===== config.mk =====
export PLATFORM = sky130hd
export DESIGN_NAME = vga_line_dbl_scanout
export DESIGN_NICKNAME = d
export VERILOG_FILES = /design/src/rtl/vga_scan_pkg.sv /design/src/rtl/vga_pix_div.sv /design/src/rtl/vga_axis_cnt.sv /design/src/rtl/vga_pix_fmt.sv /design/src/rtl/vga_wr_port.sv /design/src/rtl/vga_line_dbl_scanout.sv
export SDC_FILE = /design/constraint.sdc
export NUM_CORES = 1
export LEC_CHECK = 0
export CAP_MARGIN = 20
export CORE_ASPECT_RATIO = 0.5
export CORE_MARGIN = 5
export CORE_UTILIZATION = 40
export CTS_BUF_LIST = sky130_fd_sc_hd__clkbuf_2
export DETAILED_ROUTE_END_ITERATION = 10
export PLACE_DENSITY = 0.71
export SLEW_MARGIN = 20
export SYNTH_ARGS = -nofsm -noshare
export SYNTH_HDL_FRONTEND = slang
export SYNTH_SLANG_ARGS = --single-unit

===== constraint.sdc =====
create_clock -name clk_i -period 6.8 [get_ports clk_i]
set_input_delay 1.7 -clock clk_i [delete_from_list [all_inputs] [get_ports clk_i]]
set_output_delay 1.7 -clock clk_i [all_outputs]
set_load 0.02 [all_outputs]

===== src/rtl/vga_scan_pkg.sv =====
package vga_scan_pkg;
  typedef struct packed {
    logic [3:0] r;
    logic [3:0] g;
    logic [3:0] b;
  } rgb12_t;

  localparam rgb12_t RGB_BLACK = '{r: 4'h0, g: 4'h0, b: 4'h0};
endpackage


===== src/rtl/vga_pix_div.sv =====
module vga_pix_div #(
  parameter int DIV = 4
) (
  input  logic clk_i,
  input  logic rst_ni,
  output logic pix_en_o
);
  localparam int CW = (DIV > 1) ? $clog2(DIV) : 1;
  localparam logic [CW-1:0] LAST = CW'(DIV - 1);

  logic [CW-1:0] cnt_q;

  always_ff @(posedge clk_i or negedge rst_ni) begin
    if (!rst_ni)            cnt_q <= '0;
    else if (cnt_q == LAST) cnt_q <= '0;
    else                    cnt_q <= cnt_q + 1'b1;
  end

  assign pix_en_o = (cnt_q == LAST);
endmodule


===== src/rtl/vga_axis_cnt.sv =====
// One raster axis: position counter with wrap, sync window and picture window.
module vga_axis_cnt #(
  parameter int VIS  = 640,
  parameter int FP   = 16,
  parameter int SYNC = 96,
  parameter int BP   = 48,
  parameter int ACT  = 640,
  localparam int TOT = VIS + FP + SYNC + BP,
  localparam int W   = $clog2(TOT)
) (
  input  logic         clk_i,
  input  logic         rst_ni,
  input  logic         step_i,
  output logic [W-1:0] cnt_o,
  output logic         wrap_o,
  output logic         sync_o,
  output logic         act_o
);
  localparam logic [W-1:0] LAST   = W'(TOT - 1);
  localparam logic [W-1:0] S_BEG  = W'(VIS + FP);
  localparam logic [W-1:0] S_END  = W'(VIS + FP + SYNC);
  localparam logic [W-1:0] ACT_LIM = W'(ACT);

  logic [W-1:0] cnt_q;

  always_ff @(posedge clk_i or negedge rst_ni) begin
    if (!rst_ni) cnt_q <= '0;
    else if (step_i) begin
      if (cnt_q == LAST) cnt_q <= '0;
      else               cnt_q <= cnt_q + 1'b1;
    end
  end

  assign cnt_o  = cnt_q;
  assign wrap_o = (cnt_q == LAST);
  assign sync_o = (cnt_q >= S_BEG) && (cnt_q < S_END);
  assign act_o  = (cnt_q < ACT_LIM);
endmodule


===== src/rtl/vga_pix_fmt.sv =====
// Colour expansion and output registers, updated on pixel enable only.
module vga_pix_fmt
  import vga_scan_pkg::*;
#(
  parameter int BPP = 1,
  localparam int PW = 8 * BPP
) (
  input  logic          clk_i,
  input  logic          rst_ni,
  input  logic          pix_en_i,
  input  logic          act_i,
  input  logic          hs_act_i,
  input  logic          vs_act_i,
  input  logic [PW-1:0] rdata_i,
  output logic [3:0]    r_o,
  output logic [3:0]    g_o,
  output logic [3:0]    b_o,
  output logic          hs_o,
  output logic          vs_o
);
  rgb12_t pix_d, rgb_q;

  generate
    if (BPP == 1) begin : g_332
      assign pix_d.r = {rdata_i[2:0], 1'b0};
      assign pix_d.g = {rdata_i[5:3], 1'b0};
      assign pix_d.b = {rdata_i[7:6], 2'b00};
    end else begin : g_565
      logic unused_lsbs;
      assign pix_d.r = rdata_i[15:12];
      assign pix_d.g = rdata_i[10:7];
      assign pix_d.b = rdata_i[4:1];
      assign unused_lsbs = rdata_i[11] ^ rdata_i[6] ^ rdata_i[0] ^ (^rdata_i[PW-1:16-PW+16-1+1-16+15]);
    end
  endgenerate

  always_ff @(posedge clk_i or negedge rst_ni) begin
    if (!rst_ni) begin
      rgb_q <= RGB_BLACK;
      hs_o  <= 1'b1;
      vs_o  <= 1'b1;
    end else if (pix_en_i) begin
      rgb_q <= act_i ? pix_d : RGB_BLACK;
      hs_o  <= ~hs_act_i;
      vs_o  <= ~vs_act_i;
    end
  end

  assign r_o = rgb_q.r;
  assign g_o = rgb_q.g;
  assign b_o = rgb_q.b;
endmodule


===== src/rtl/vga_wr_port.sv =====
// Byte write to pixel-wide RAM: lane select, replicated data, one register stage.
module vga_wr_port #(
  parameter int BPP    = 1,
  parameter int BUS_AW = 32,
  parameter int PIX_AW = 17,
  localparam int OFFS    = $clog2(BPP),
  localparam int BYTE_AW = PIX_AW + OFFS,
  localparam int LW      = (BPP > 1) ? OFFS : 1
) (
  input  logic               clk_i,
  input  logic               rst_ni,
  input  logic               wr_en_i,
  input  logic [BUS_AW-1:0]  wr_addr_i,
  input  logic [7:0]         wr_data_i,
  output logic               we_o,
  output logic [BPP-1:0]     wbe_o,
  output logic [PIX_AW-1:0]  waddr_o,
  output logic [8*BPP-1:0]   wdata_o
);
  logic [BYTE_AW-1:0] byte_a;
  logic [LW-1:0]      lane;
  logic               unused_hi;

  assign byte_a    = wr_addr_i[BYTE_AW-1:0];
  assign unused_hi = ^wr_addr_i[BUS_AW-1:BYTE_AW];

  generate
    if (BPP > 1) begin : g_lane
      assign lane = byte_a[LW-1:0];
    end else begin : g_nolane
      assign lane = 1'b0;
    end
  endgenerate

  always_ff @(posedge clk_i or negedge rst_ni) begin
    if (!rst_ni) begin
      we_o    <= 1'b0;
      wbe_o   <= '0;
      waddr_o <= '0;
      wdata_o <= '0;
    end else begin
      we_o <= wr_en_i;
      if (wr_en_i) begin
        wbe_o   <= BPP'(1) << lane;
        waddr_o <= PIX_AW'(byte_a >> OFFS);
        wdata_o <= {BPP{wr_data_i}};
      end
    end
  end
endmodule


===== src/rtl/vga_line_dbl_scanout.sv =====
module vga_line_dbl_scanout #(
  parameter int BPP      = 1,
  parameter int BUS_AW   = 32,
  parameter int IMG_W    = 640,
  parameter int IMG_ROWS = 200,
  parameter int LINE_REP = 2,
  parameter int CLK_DIV  = 4,
  parameter int H_VIS    = 640,
  parameter int H_FP     = 16,
  parameter int H_SYNC   = 96,
  parameter int H_BP     = 48,
  parameter int V_VIS    = 480,
  parameter int V_FP     = 10,
  parameter int V_SYNC   = 2,
  parameter int V_BP     = 33,
  localparam int PIX_AW  = $clog2(IMG_W * IMG_ROWS),
  localparam int PW      = 8 * BPP
) (
  input  logic              clk_i,
  input  logic              rst_ni,
  input  logic              wr_en_i,
  input  logic [BUS_AW-1:0] wr_addr_i,
  input  logic [7:0]        wr_data_i,
  output logic              ram_we_o,
  output logic [BPP-1:0]    ram_wbe_o,
  output logic [PIX_AW-1:0] ram_waddr_o,
  output logic [PW-1:0]     ram_wdata_o,
  output logic [PIX_AW-1:0] ram_raddr_o,
  input  logic [PW-1:0]     ram_rdata_i,
  output logic [3:0]        vga_r_o,
  output logic [3:0]        vga_g_o,
  output logic [3:0]        vga_b_o,
  output logic              vga_hs_o,
  output logic              vga_vs_o
);
  localparam int HW = $clog2(H_VIS + H_FP + H_SYNC + H_BP);
  localparam int VW = $clog2(V_VIS + V_FP + V_SYNC + V_BP);
  localparam logic [VW-1:0]     REP_V = VW'(LINE_REP);
  localparam logic [PIX_AW-1:0] W_A   = PIX_AW'(IMG_W);

  logic          pix_en;
  logic [HW-1:0] h_cnt;
  logic [VW-1:0] v_cnt;
  logic          h_wrap, v_wrap, h_sync, v_sync, h_act, v_act, img_act;
  logic [VW-1:0] row;
  logic          unused_vwrap;

  vga_pix_div #(.DIV(CLK_DIV)) u_div (
    .clk_i, .rst_ni, .pix_en_o(pix_en)
  );

  vga_axis_cnt #(
    .VIS(H_VIS), .FP(H_FP), .SYNC(H_SYNC), .BP(H_BP), .ACT(IMG_W)
  ) u_hcnt (
    .clk_i, .rst_ni, .step_i(pix_en),
    .cnt_o(h_cnt), .wrap_o(h_wrap), .sync_o(h_sync), .act_o(h_act)
  );

  vga_axis_cnt #(
    .VIS(V_VIS), .FP(V_FP), .SYNC(V_SYNC), .BP(V_BP), .ACT(IMG_ROWS * LINE_REP)
  ) u_vcnt (
    .clk_i, .rst_ni, .step_i(pix_en & h_wrap),
    .cnt_o(v_cnt), .wrap_o(v_wrap), .sync_o(v_sync), .act_o(v_act)
  );

  assign unused_vwrap = v_wrap;
  assign img_act = h_act & v_act;
  assign row     = v_cnt / REP_V;

  // Counters are stable for the whole enable period; RAM samples this a cycle early.
  assign ram_raddr_o = img_act ? (PIX_AW'(row) * W_A + PIX_AW'(h_cnt)) : '0;

  vga_pix_fmt #(.BPP(BPP)) u_fmt (
    .clk_i, .rst_ni, .pix_en_i(pix_en), .act_i(img_act),
    .hs_act_i(h_sync), .vs_act_i(v_sync), .rdata_i(ram_rdata_i),
    .r_o(vga_r_o), .g_o(vga_g_o), .b_o(vga_b_o),
    .hs_o(vga_hs_o), .vs_o(vga_vs_o)
  );

  vga_wr_port #(.BPP(BPP), .BUS_AW(BUS_AW), .PIX_AW(PIX_AW)) u_wr (
    .clk_i, .rst_ni, .wr_en_i, .wr_addr_i, .wr_data_i,
    .we_o(ram_we_o), .wbe_o(ram_wbe_o), .waddr_o(ram_waddr_o), .wdata_o(ram_wdata_o)
  );
endmodule


Yosys cells after proc, flatten, opt, wreduce, memory -nomap -nowiden

Cells that the tools add are included.

Register bits after elaboration: 63
Bits of input ports: 51
Word-level logic and storage cells: 37
Output and inout port bits: 58

Magnitude comparators: 6
Bitwise gates (word level): 4
$add $sub $neg: 4
Reductions and logical operators: 2
Eq/ne operators: 3
Mux-type cells: 5
Multiply operators: 1

Operator list:

| kind                    | number |
|---|---|
| $add A10 B1 Y10 const B | 2 |
| $eq A10 B10 Y1 const B  | 2 |
| $lt A10 B10 Y1 const B  | 2 |
| $lt A10 B9 Y1 const B   | 2 |
| $mux W10                | 2 |
| $add A17 B10 Y17        | 1 |
| $mux W17                | 1 |
| $mux W12                | 1 |
| $ge A10 B10 Y1 const B  | 1 |
| $ge A10 B9 Y1 const B   | 1 |
| $mul A9 B3 Y10 const B  | 1 |
| $add A2 B1 Y2 const B   | 1 |
| $and A1 B1 Y1           | 2 |
| $eq A2 B2 Y1 const B    | 1 |
| $logic_and A1 B1 Y1     | 2 |
| $mux W2                 | 1 |
| $not A1 Y1              | 2 |

Logic depth before layout (Yosys ltp)

Gate-level depths: netlist (run 1).

Word-level depth: 3
Gate-level depth with buffers: 9
Mapped depth without buffers: 9

Hierarchy

Synthesis (run 1) repeated with hierarchy kept, for this count alone.

Cell total of the unflattened synthesis: 308
Area, all modules: 3473.3 sq um

By module, submodules not included:

| module                 | area an instance (sq um) | seq. area each (sq um) | cells an instance | times used |
|---|---|---|---|---|
| vga_wr_port            | 1086.0                   | 675.6                  | 56                | 1 |
| vga_line_dbl_scanout   | 705.7                    | 0.0                    | 91                | 1 |
| vga_axis_cnt at u_vcnt | 569.3                    | 250.2                  | 56                | 1 |
| vga_axis_cnt at u_hcnt | 539.3                    | 250.2                  | 55                | 1 |
| vga_pix_fmt            | 506.7                    | 252.7                  | 46                | 1 |
| vga_pix_div            | 66.3                     | 50.0                   | 4                 | 1 |

Least setup slack after synthesis (run 1)

No wires, ideal clock.

Kind: flip-flop to output port
Start: reg u_vcnt.cnt_q[2] (netlist: u_vcnt.cnt_o[2])
End: out ram_raddr_o[15]
Arrival: 2.697 ns
Path slack: 2.403 ns
Required time: 5.100 ns
Path buffers: 0
Cell stages (with the launch flop): 10
Path through: dfrtp_1 -> ha_1 -> ha_1 -> inv_1 -> fa_1 -> xnor2_1 -> o211a_1 -> nand2_1 -> or4_1 -> a21oi_1

Longest elaborated chain between the ends: 3
Elaborated cells between the ends (all ways): 5
Those cells by class: add/sub (1); mul (1); order compare (1); mux (1); bitwise (1)

Ends and longest elaborated chain:

| item                                              | line                                                   | RTL |
|---|---|---|
| start, declared                                   | vga_axis_cnt.sv:24                                     | `logic [W-1:0] cnt_q;` |
| start signal, assigned                            | vga_axis_cnt.sv:30                                     | `else cnt_q <= cnt_q + 1'b1;` |
| $mul A9 B3 Y10 or $lt A10 B9 Y1 (tied branches)   | vga_line_dbl_scanout.sv:71, vga_axis_cnt.sv:37         |  |
| $add A17 B10 Y17 or $and A1 B1 Y1 (tied branches) | vga_line_dbl_scanout.sv:71, vga_line_dbl_scanout.sv:67 |  |
| $mux W17 (*)                                      | vga_line_dbl_scanout.sv:71                             | `assign ram_raddr_o = img_act ? (PIX_AW'(row) * W_A + PIX_AW'(h_cnt)) : '0;` |
| end, declared                                     | vga_line_dbl_scanout.sv:28                             | `output logic [PIX_AW-1:0] ram_raddr_o,` |

Every way passes the cells marked *; elsewhere a longest branch is shown, timed or not.

Worst setup path in the final report (run 1)

Ends and elaborated chain as after synthesis.

==> results of run 1 <==
==> cells in the mapped netlist, drive strengths merged (2+ instances only) <==
cell / number / area share (%)
a211oi: 3 / 0.69
a21o: 3 / 0.69
a21oi: 8 / 1.2
and2: 8 / 1.5
and3: 2 / 0.38
buf: 7 / 1.5
clkbuf: 9 / 1.0
dfrtp: 57 / 44
dfstp: 2 / 1.6
fa: 2 / 1.2
ha: 21 / 8.1
inv: 17 / 2.0
mux2: 26 / 9.1
nand2: 15 / 1.7
nand3: 15 / 2.5
nand4: 7 / 1.8
nand4b: 2 / 0.54
nand4bb: 2 / 0.69
nor2: 25 / 2.9
nor2b: 2 / 0.38
nor3: 9 / 1.7
nor4: 2 / 0.58
o21ai: 18 / 2.8
or2: 2 / 0.38
or3: 4 / 0.77
or4: 2 / 0.58
xnor2: 8 / 2.2
xor2: 12 / 3.2
==> cell type report <==
class,instances,share of cell area (%)
Multi-Input combinational cell,218,38.46
Sequential cell,59,34.44
Timing Repair Buffer,90,20.69
Tap cell,112,3.263
Inverter,17,1.486
Clock buffer,10,1.166
Clock inverter,5,0.4953
==> sequential cells by signal, summed over array words and instances (netlist names) <==
signal        cells
u_wr.waddr_o     17
u_hcnt.cnt_o     10
u_vcnt.cnt_o     10
u_wr.wdata_o      8
u_fmt.g_o         3
u_fmt.r_o         3
u_div.cnt_q       2
u_fmt.b_o         2
u_fmt.hs_o        1
u_fmt.vs_o        1
u_wr.wbe_o        1
u_wr.we_o         1
==> stage by stage <==
step                hold WS [ns]  setup slack, ns  util, %  total power [mW]
global placement          0.4137            1.884    52.90            0.4921
detailed placement        0.4202            1.811    52.90            0.4962
CTS                       0.4404            1.243    53.79            0.6580
global route              0.4540           0.9432    53.87            0.6837
finish                    0.4371            1.327    53.87            0.6446
floorplan                 0.4031            2.403        -            0.4288
==> path summary, 6_finish.rpt <==
path | startpoint | end | slack, ns | cells after the start
max | u_vcnt.cnt_o[2] | ram_raddr_o[15] | 1.33 | 10
min | u_div.cnt_q[0] | u_div.cnt_q[0] | 0.44 | 1
max reg2reg | u_div.cnt_q[1] | u_vcnt.cnt_o[8] | 3.99 | 6
min reg2reg | u_div.cnt_q[0] | u_div.cnt_q[0] | 0.44 | 1
max in group asynchronous | rst_ni | u_wr.wbe_o | 4.94 | 2
min in group asynchronous | rst_ni | u_hcnt.cnt_o[4] | 1.35 | 2
==> power breakdown <==
part / total [mW] / switching (mW) / internal, mW
logic: 0.109 / 0.0492 / 0.0602
registers: 0.377 / 0.00874 / 0.368
clock network: 0.158 / 0.115 / 0.0431
total: 0.645 / 0.173 / 0.472
==> cell families (layout without fill, tap and decap cells) <==
| group | after synthesis | in the layout | synth area share, % |
|---|---|---|---|
| adders and majority gates | 23 | 23 | 9.301 |
| buffers and inverters | 33 | 122 | 4.535 |
| xor gates and xnor gates | 20 | 20 | 5.381 |
| AOI/OAI and AO/OA | 44 | 44 | 8.571 |
| and+or+nand+nor | 100 | 100 | 17.26 |
| DFF | 59 | 59 | 45.43 |
| muxes | 27 | 27 | 9.416 |
| other | 1 | 4 | 0.1152 |
==> critical path, stage by stage (launching register included) <==
cell and delay [ns]:
dfrtp_1 0.52, ha_1 0.33, ha_1 0.17, inv_1 0.06, fa_1 0.40, xnor2_1 0.30
o211a_1 0.22, nand2_1 0.07, or4_1 0.50, a21oi_1 0.14, clkdlybuf4s50_1 0.63
==> routing by layer <==
metal	track usage (%)	routed length [um]	vias to the layer above
li1	-	-	1246
met1	17.86	3035	1250
met2	28.78	3946	75
met3	4.583	395	6
met4	4.204	64	0
met5	0	0	-
==> run_results.csv, run 1 <==
group,metric,value,unit
clock_network,hold_buffers,0,
power,p_per_area,150.1,nW/um^2
floorplan,placementRows,23,
clock_network,cts_buffer_depth,2,
routing,drc,0,
placement,dp.cells,496,
cells_and_area,fin_nets,469,
timing,maxClockFrequency,182.7,MHz
routing,drt-vias-per-instance,5.043,
grt,grt_pass1_vias,2666,
timing,layout_min_cycle_time,5.473,ns
floorplan,io_pins,109,
synthesis,synth_area,3256,sq um
routing,ant_nets,0,
timing,hold_viol,0,
placement,gp_congestion,0.8321,
timing,fin_crit_sh,80.48,%
synthesis,ys_async_sr_fraction,100.0,%
clock_network,htree_levels,3,
timing,setup-violations-final,0,
clock_network,insertion_delay,0.47,ns
grt,grt_max_degree,60,
placement,portBuffers,89,
grt,antenna_found_initial,0,
clock_network,tritoncts,"done",
grt,grt_pass1_wl,12510,um
critical_path,crit_path_start_kind,"flop",
clock_network,numCtsBuffers,9,
critical_path,worstPathRequired,5.10,ns
timing,setup_tns,0,ns
routing,wl_per_cell,14.56,um
synthesis,ys_seq_area_share,45.43,%
power,leakagePower,1.904,nW
grt,track_usage,15.63,%
floorplan,dieArea,10150,sq um
clock_network,post-cts-setup-buffers,0,
timing,rsz0062_at_grt,"no",
synthesis,yosysUniqueCellTypes,55,
clock_network,clk_pin_slew,0.14,ns
timing,slew_headroom,41.78,%
routing,drt_first_pass_iters,4,
grt,overflow,0,
floorplan,die_width,137.6,um
timing,drv_slew,0,
cells_and_area,diodes,0,
cells_and_area,syn2layout_area_growth,31.90,%
status,status,"completed",
timing,fin_skew,0.04113,ns
placement,hpwlAfterDp,5611,um
job,maxCapViolations,0,
routing,vias,2577,
cells_and_area,multiInputGateArea,1652,sq um
synthesis,synth_cells,307,
power,ir_drop,0.05941,mV
floorplan,initial_core_util,40.84,%
critical_path,worst-setup-path-type,"flop to output pin",
cells_and_area,fill_cells,720,
cells_and_area,fin_cells,511,
clock_network,cts_resized,0,
synthesis,ys.flop_type,"dfrtp_1",
timing,worstMarginPinSlew,0.8733,ns
hold_path,hold_path.class,"flop to flop",
placement,place_area,4217,sq um
clock_network,cts-root-buf,"clkbuf_2",
synthesis,ys_ff_latch,59,
routing,drt_iter0_drc,132,
floorplan,fp.coreArea,7971,sq um
critical_path,crit_fanout,8,
cells_and_area,mostFrequentLayoutCell,"clkdlybuf4s50_1",
clock_network,cts_sinks,59,
synthesis,synth-warning-count,0,
synthesis,synth_edf_count,0,
cells_and_area,layout_common_cells,"clkdlybuf4s50_1, dfrtp_1, nor2_1, mux2_2, ha_1",
cells_and_area,seq_area,1479,sq um
routing,postRouteWirelength,7441,um
critical_path,arrival,3.77,ns
floorplan,fp.dieH,73.80,um
cells_and_area,drive_gt1_share,13.03,%
critical_path,crit_path_end_kind,"output pin",
cells_and_area,stdcell_area,4294,sq um
synthesis,avgSynthCellArea,10.60,sq um
(Power assumes the default switching activity.)
==> run 2, diff against run 1 <==
--- a/config.mk
+++ b/config.mk
@@ -11,7 +11,7 @@
 export CORE_UTILIZATION = 40
 export CTS_BUF_LIST = sky130_fd_sc_hd__clkbuf_2
 export DETAILED_ROUTE_END_ITERATION = 10
-export PLACE_DENSITY = 0.71
+export PLACE_DENSITY = 0.74
 export SLEW_MARGIN = 20
 export SYNTH_ARGS = -nofsm -noshare
 export SYNTH_HDL_FRONTEND = slang
==> constraint.sdc (replaced) <==
create_clock -name clk_i -period 4.81 [get_ports clk_i]
set_input_delay 1.2025 -clock clk_i [delete_from_list [all_inputs] [get_ports clk_i]]
set_output_delay 1.2025 -clock clk_i [all_outputs]
set_load 0.02 [all_outputs]
==> run 2 against run 1 <==
- register-to-register slack lost 1.4 ns
- clock skew down 0.018 ns
- via count shrank 1.4%
- sequential share of layout area down 0.53 points
- flip-flop and latch count unchanged
- largest power group unchanged
- final area grew 1.7%
==> run_results.csv, run 2 (synthesis results as in run 1) <==
group,metric,value,unit
cells_and_area,top_register,"u_wr.waddr_o",
cells_and_area,layout_common_cells,"clkdlybuf4s50_1, dfrtp_1, nor2_1, mux2_2, ha_1",
critical_path,crit_path_start_kind,"flop",
clock_network,post-cts-setup-buffers,0,
floorplan,placementRows,23,
job,maxCapViolations,0,
floorplan,dieArea,10150,sq um
cells_and_area,drive_gt1_share,15.35,%
clock_network,htree_levels,3,
placement,portBuffers,89,
timing,worstMarginPinSlew,0.8148,ns
critical_path,worst-setup-path-type,"flop to output pin",
critical_path,crit_fanout,3,
timing,drv_slew,0,
timing,finalHoldWorstSlack,0.4471,ns
timing,fin_crit_sh,93.45,%
timing,fin_skew,0.02326,ns
floorplan,fp.dieH,73.80,um
routing,vias,2542,
cells_and_area,largest_reg_flops,17,
clock_network,cts_buffer_depth,2,
clock_network,cts_sinks,59,
power,p_per_area,223.8,nW/um^2
placement,hpwlAfterDp,5383,um
cells_and_area,syn2layout_area_growth,34.20,%
clock_network,clk_pin_slew,0.17,ns
power,leakagePower,1.958,nW
timing,setup-violations-final,0,
routing,ant_nets,0,
power,total_power,0.9778,mW
floorplan,io_pins,109,
timing,rsz0062_at_grt,"no",
cells_and_area,fill_cells,730,
grt,grt_pass1_wl,11670,um
routing,drc,0,
floorplan,die_width,137.6,um
routing,drt-vias-per-instance,4.926,
timing,layout_min_cycle_time,4.495,ns
routing,drt_first_pass_iters,4,
cells_and_area,fin_nets,474,
timing,maxClockFrequency,222.5,MHz
critical_path,r2r-start,"u_hcnt.cnt_o[0]",
critical_path,startpoint,"u_vcnt.cnt_o[4]",
timing,hold_viol,0,
cells_and_area,mostFrequentLayoutCell,"clkdlybuf4s50_1",
placement,gp_congestion,0.7902,
grt,grt_pass1_vias,2402,
grt,overflow,0,
cells_and_area,final_util,54.81,%
timing,setup_tns,0,ns
routing,postRouteWirelength,7245,um
status,status,"completed",
routing,wl_per_cell,14.04,um
hold_path,min_from,"u_div.cnt_q[0]",
clock_network,cts-root-buf,"clkbuf_2",
timing,slew_headroom,45.23,%
grt,antenna_found_initial,0,
clock_network,insertion_delay,0.47,ns
critical_path,crit_path_end_kind,"output pin",
floorplan,fp.coreArea,7971,sq um
critical_path,arrival,3.29,ns
cells_and_area,diodes,0,
cells_and_area,multiInputGateArea,1653,sq um
clock_network,numCtsBuffers,9,
power,ir_drop,0.1021,mV
hold_path,hold_path.class,"flop to flop",
routing,drt_iter0_drc,114,
critical_path,worstPathRequired,3.61,ns
floorplan,initial_core_util,40.84,%
clock_network,tritoncts,"done",
grt,track_usage,14.86,%
grt,grt_max_degree,38,
cells_and_area,seq_area,1481,sq um
[run 2: cell types whose count changed in the layout (fill, tap and decap cells not counted), moves of 2 or more]
cell	change
clkinvlp_4	+2
dfrtp_1	-2
clkdlybuf4s50_1	-2
buf_4	+5
dfrtp_2	+2
[run 2: layout make-up]
cell class,count,share of cell area [%]
clock buffer,9,1.031
clock inverter,6,1.317
inverter,17,1.460
multi-input combinational,218,37.83
sequential,59,33.91
tap,112,3.207
timing repair buffer,95,21.25
[run 2: path summary, 6_finish.rpt]
check / endpoint / slack (ns) / depth (start not counted)
worst min register to register: u_div.cnt_q[0] / 0.45 / 1
worst max register to register: u_vcnt.cnt_o[8] / 2.55 / 6
worst min-delay path: u_div.cnt_q[0] / 0.45 / 1
min in group asynchronous: u_wr.waddr_o[15] / 0.79 / 1
worst max-delay path: ram_raddr_o[15] / 0.32 / 10
max in group asynchronous: u_fmt.vs_o / 3.13 / 2
[run 2: critical path, stage by stage (launching register included)]
cell and delay (ns):
dfrtp_1 0.44, ha_1 0.29, ha_1 0.19, inv_1 0.06
fa_1 0.42, xnor2_2 0.21, o211a_1 0.20, nand2_1 0.07
or4_1 0.50, a21oi_1 0.15, clkdlybuf4s15_1 0.32
[run 2: what timing repair did]
action | 4_1_cts | 5_1_grt
endpoints found under the setup margin | 1 | 2
resized for setup | 5 | 3
hold endpoints to repair | 0 | 0
pin swaps | 0 | 0
hold buffers | 0 | 0
cloned | 0 | 0
[run 2: power breakdown]
group	internal, mW	switching (mW)
registers	0.521	0.0114
logic	0.0851	0.0694
clock network	0.113	0.178
total	0.719	0.259
[run 2: per-layer routing]
layer / vias up / GRT usage [%] / routed length [um]
met5: - / 0 / 0
met4: 0 / 3.650 / 55
met3: 7 / 5.882 / 596
met2: 75 / 23.16 / 3207
met1: 1198 / 19.48 / 3385
li1: 1262 / - / -
[run 2: through the flow]
stage / instance area [sq um] / instances / worst slack, ns
5_1_grt: 4369 / 516 / 0.02132
3_3_place_gp: 4254 / 501 / 0.4195
6_report: 4369 / 516 / 0.3150
3_5_place_dp: 4249 / 501 / 0.4129
4_1_cts: 4364 / 516 / 0.1208
2_1_floorplan: 3267 / 310 / 0.9107
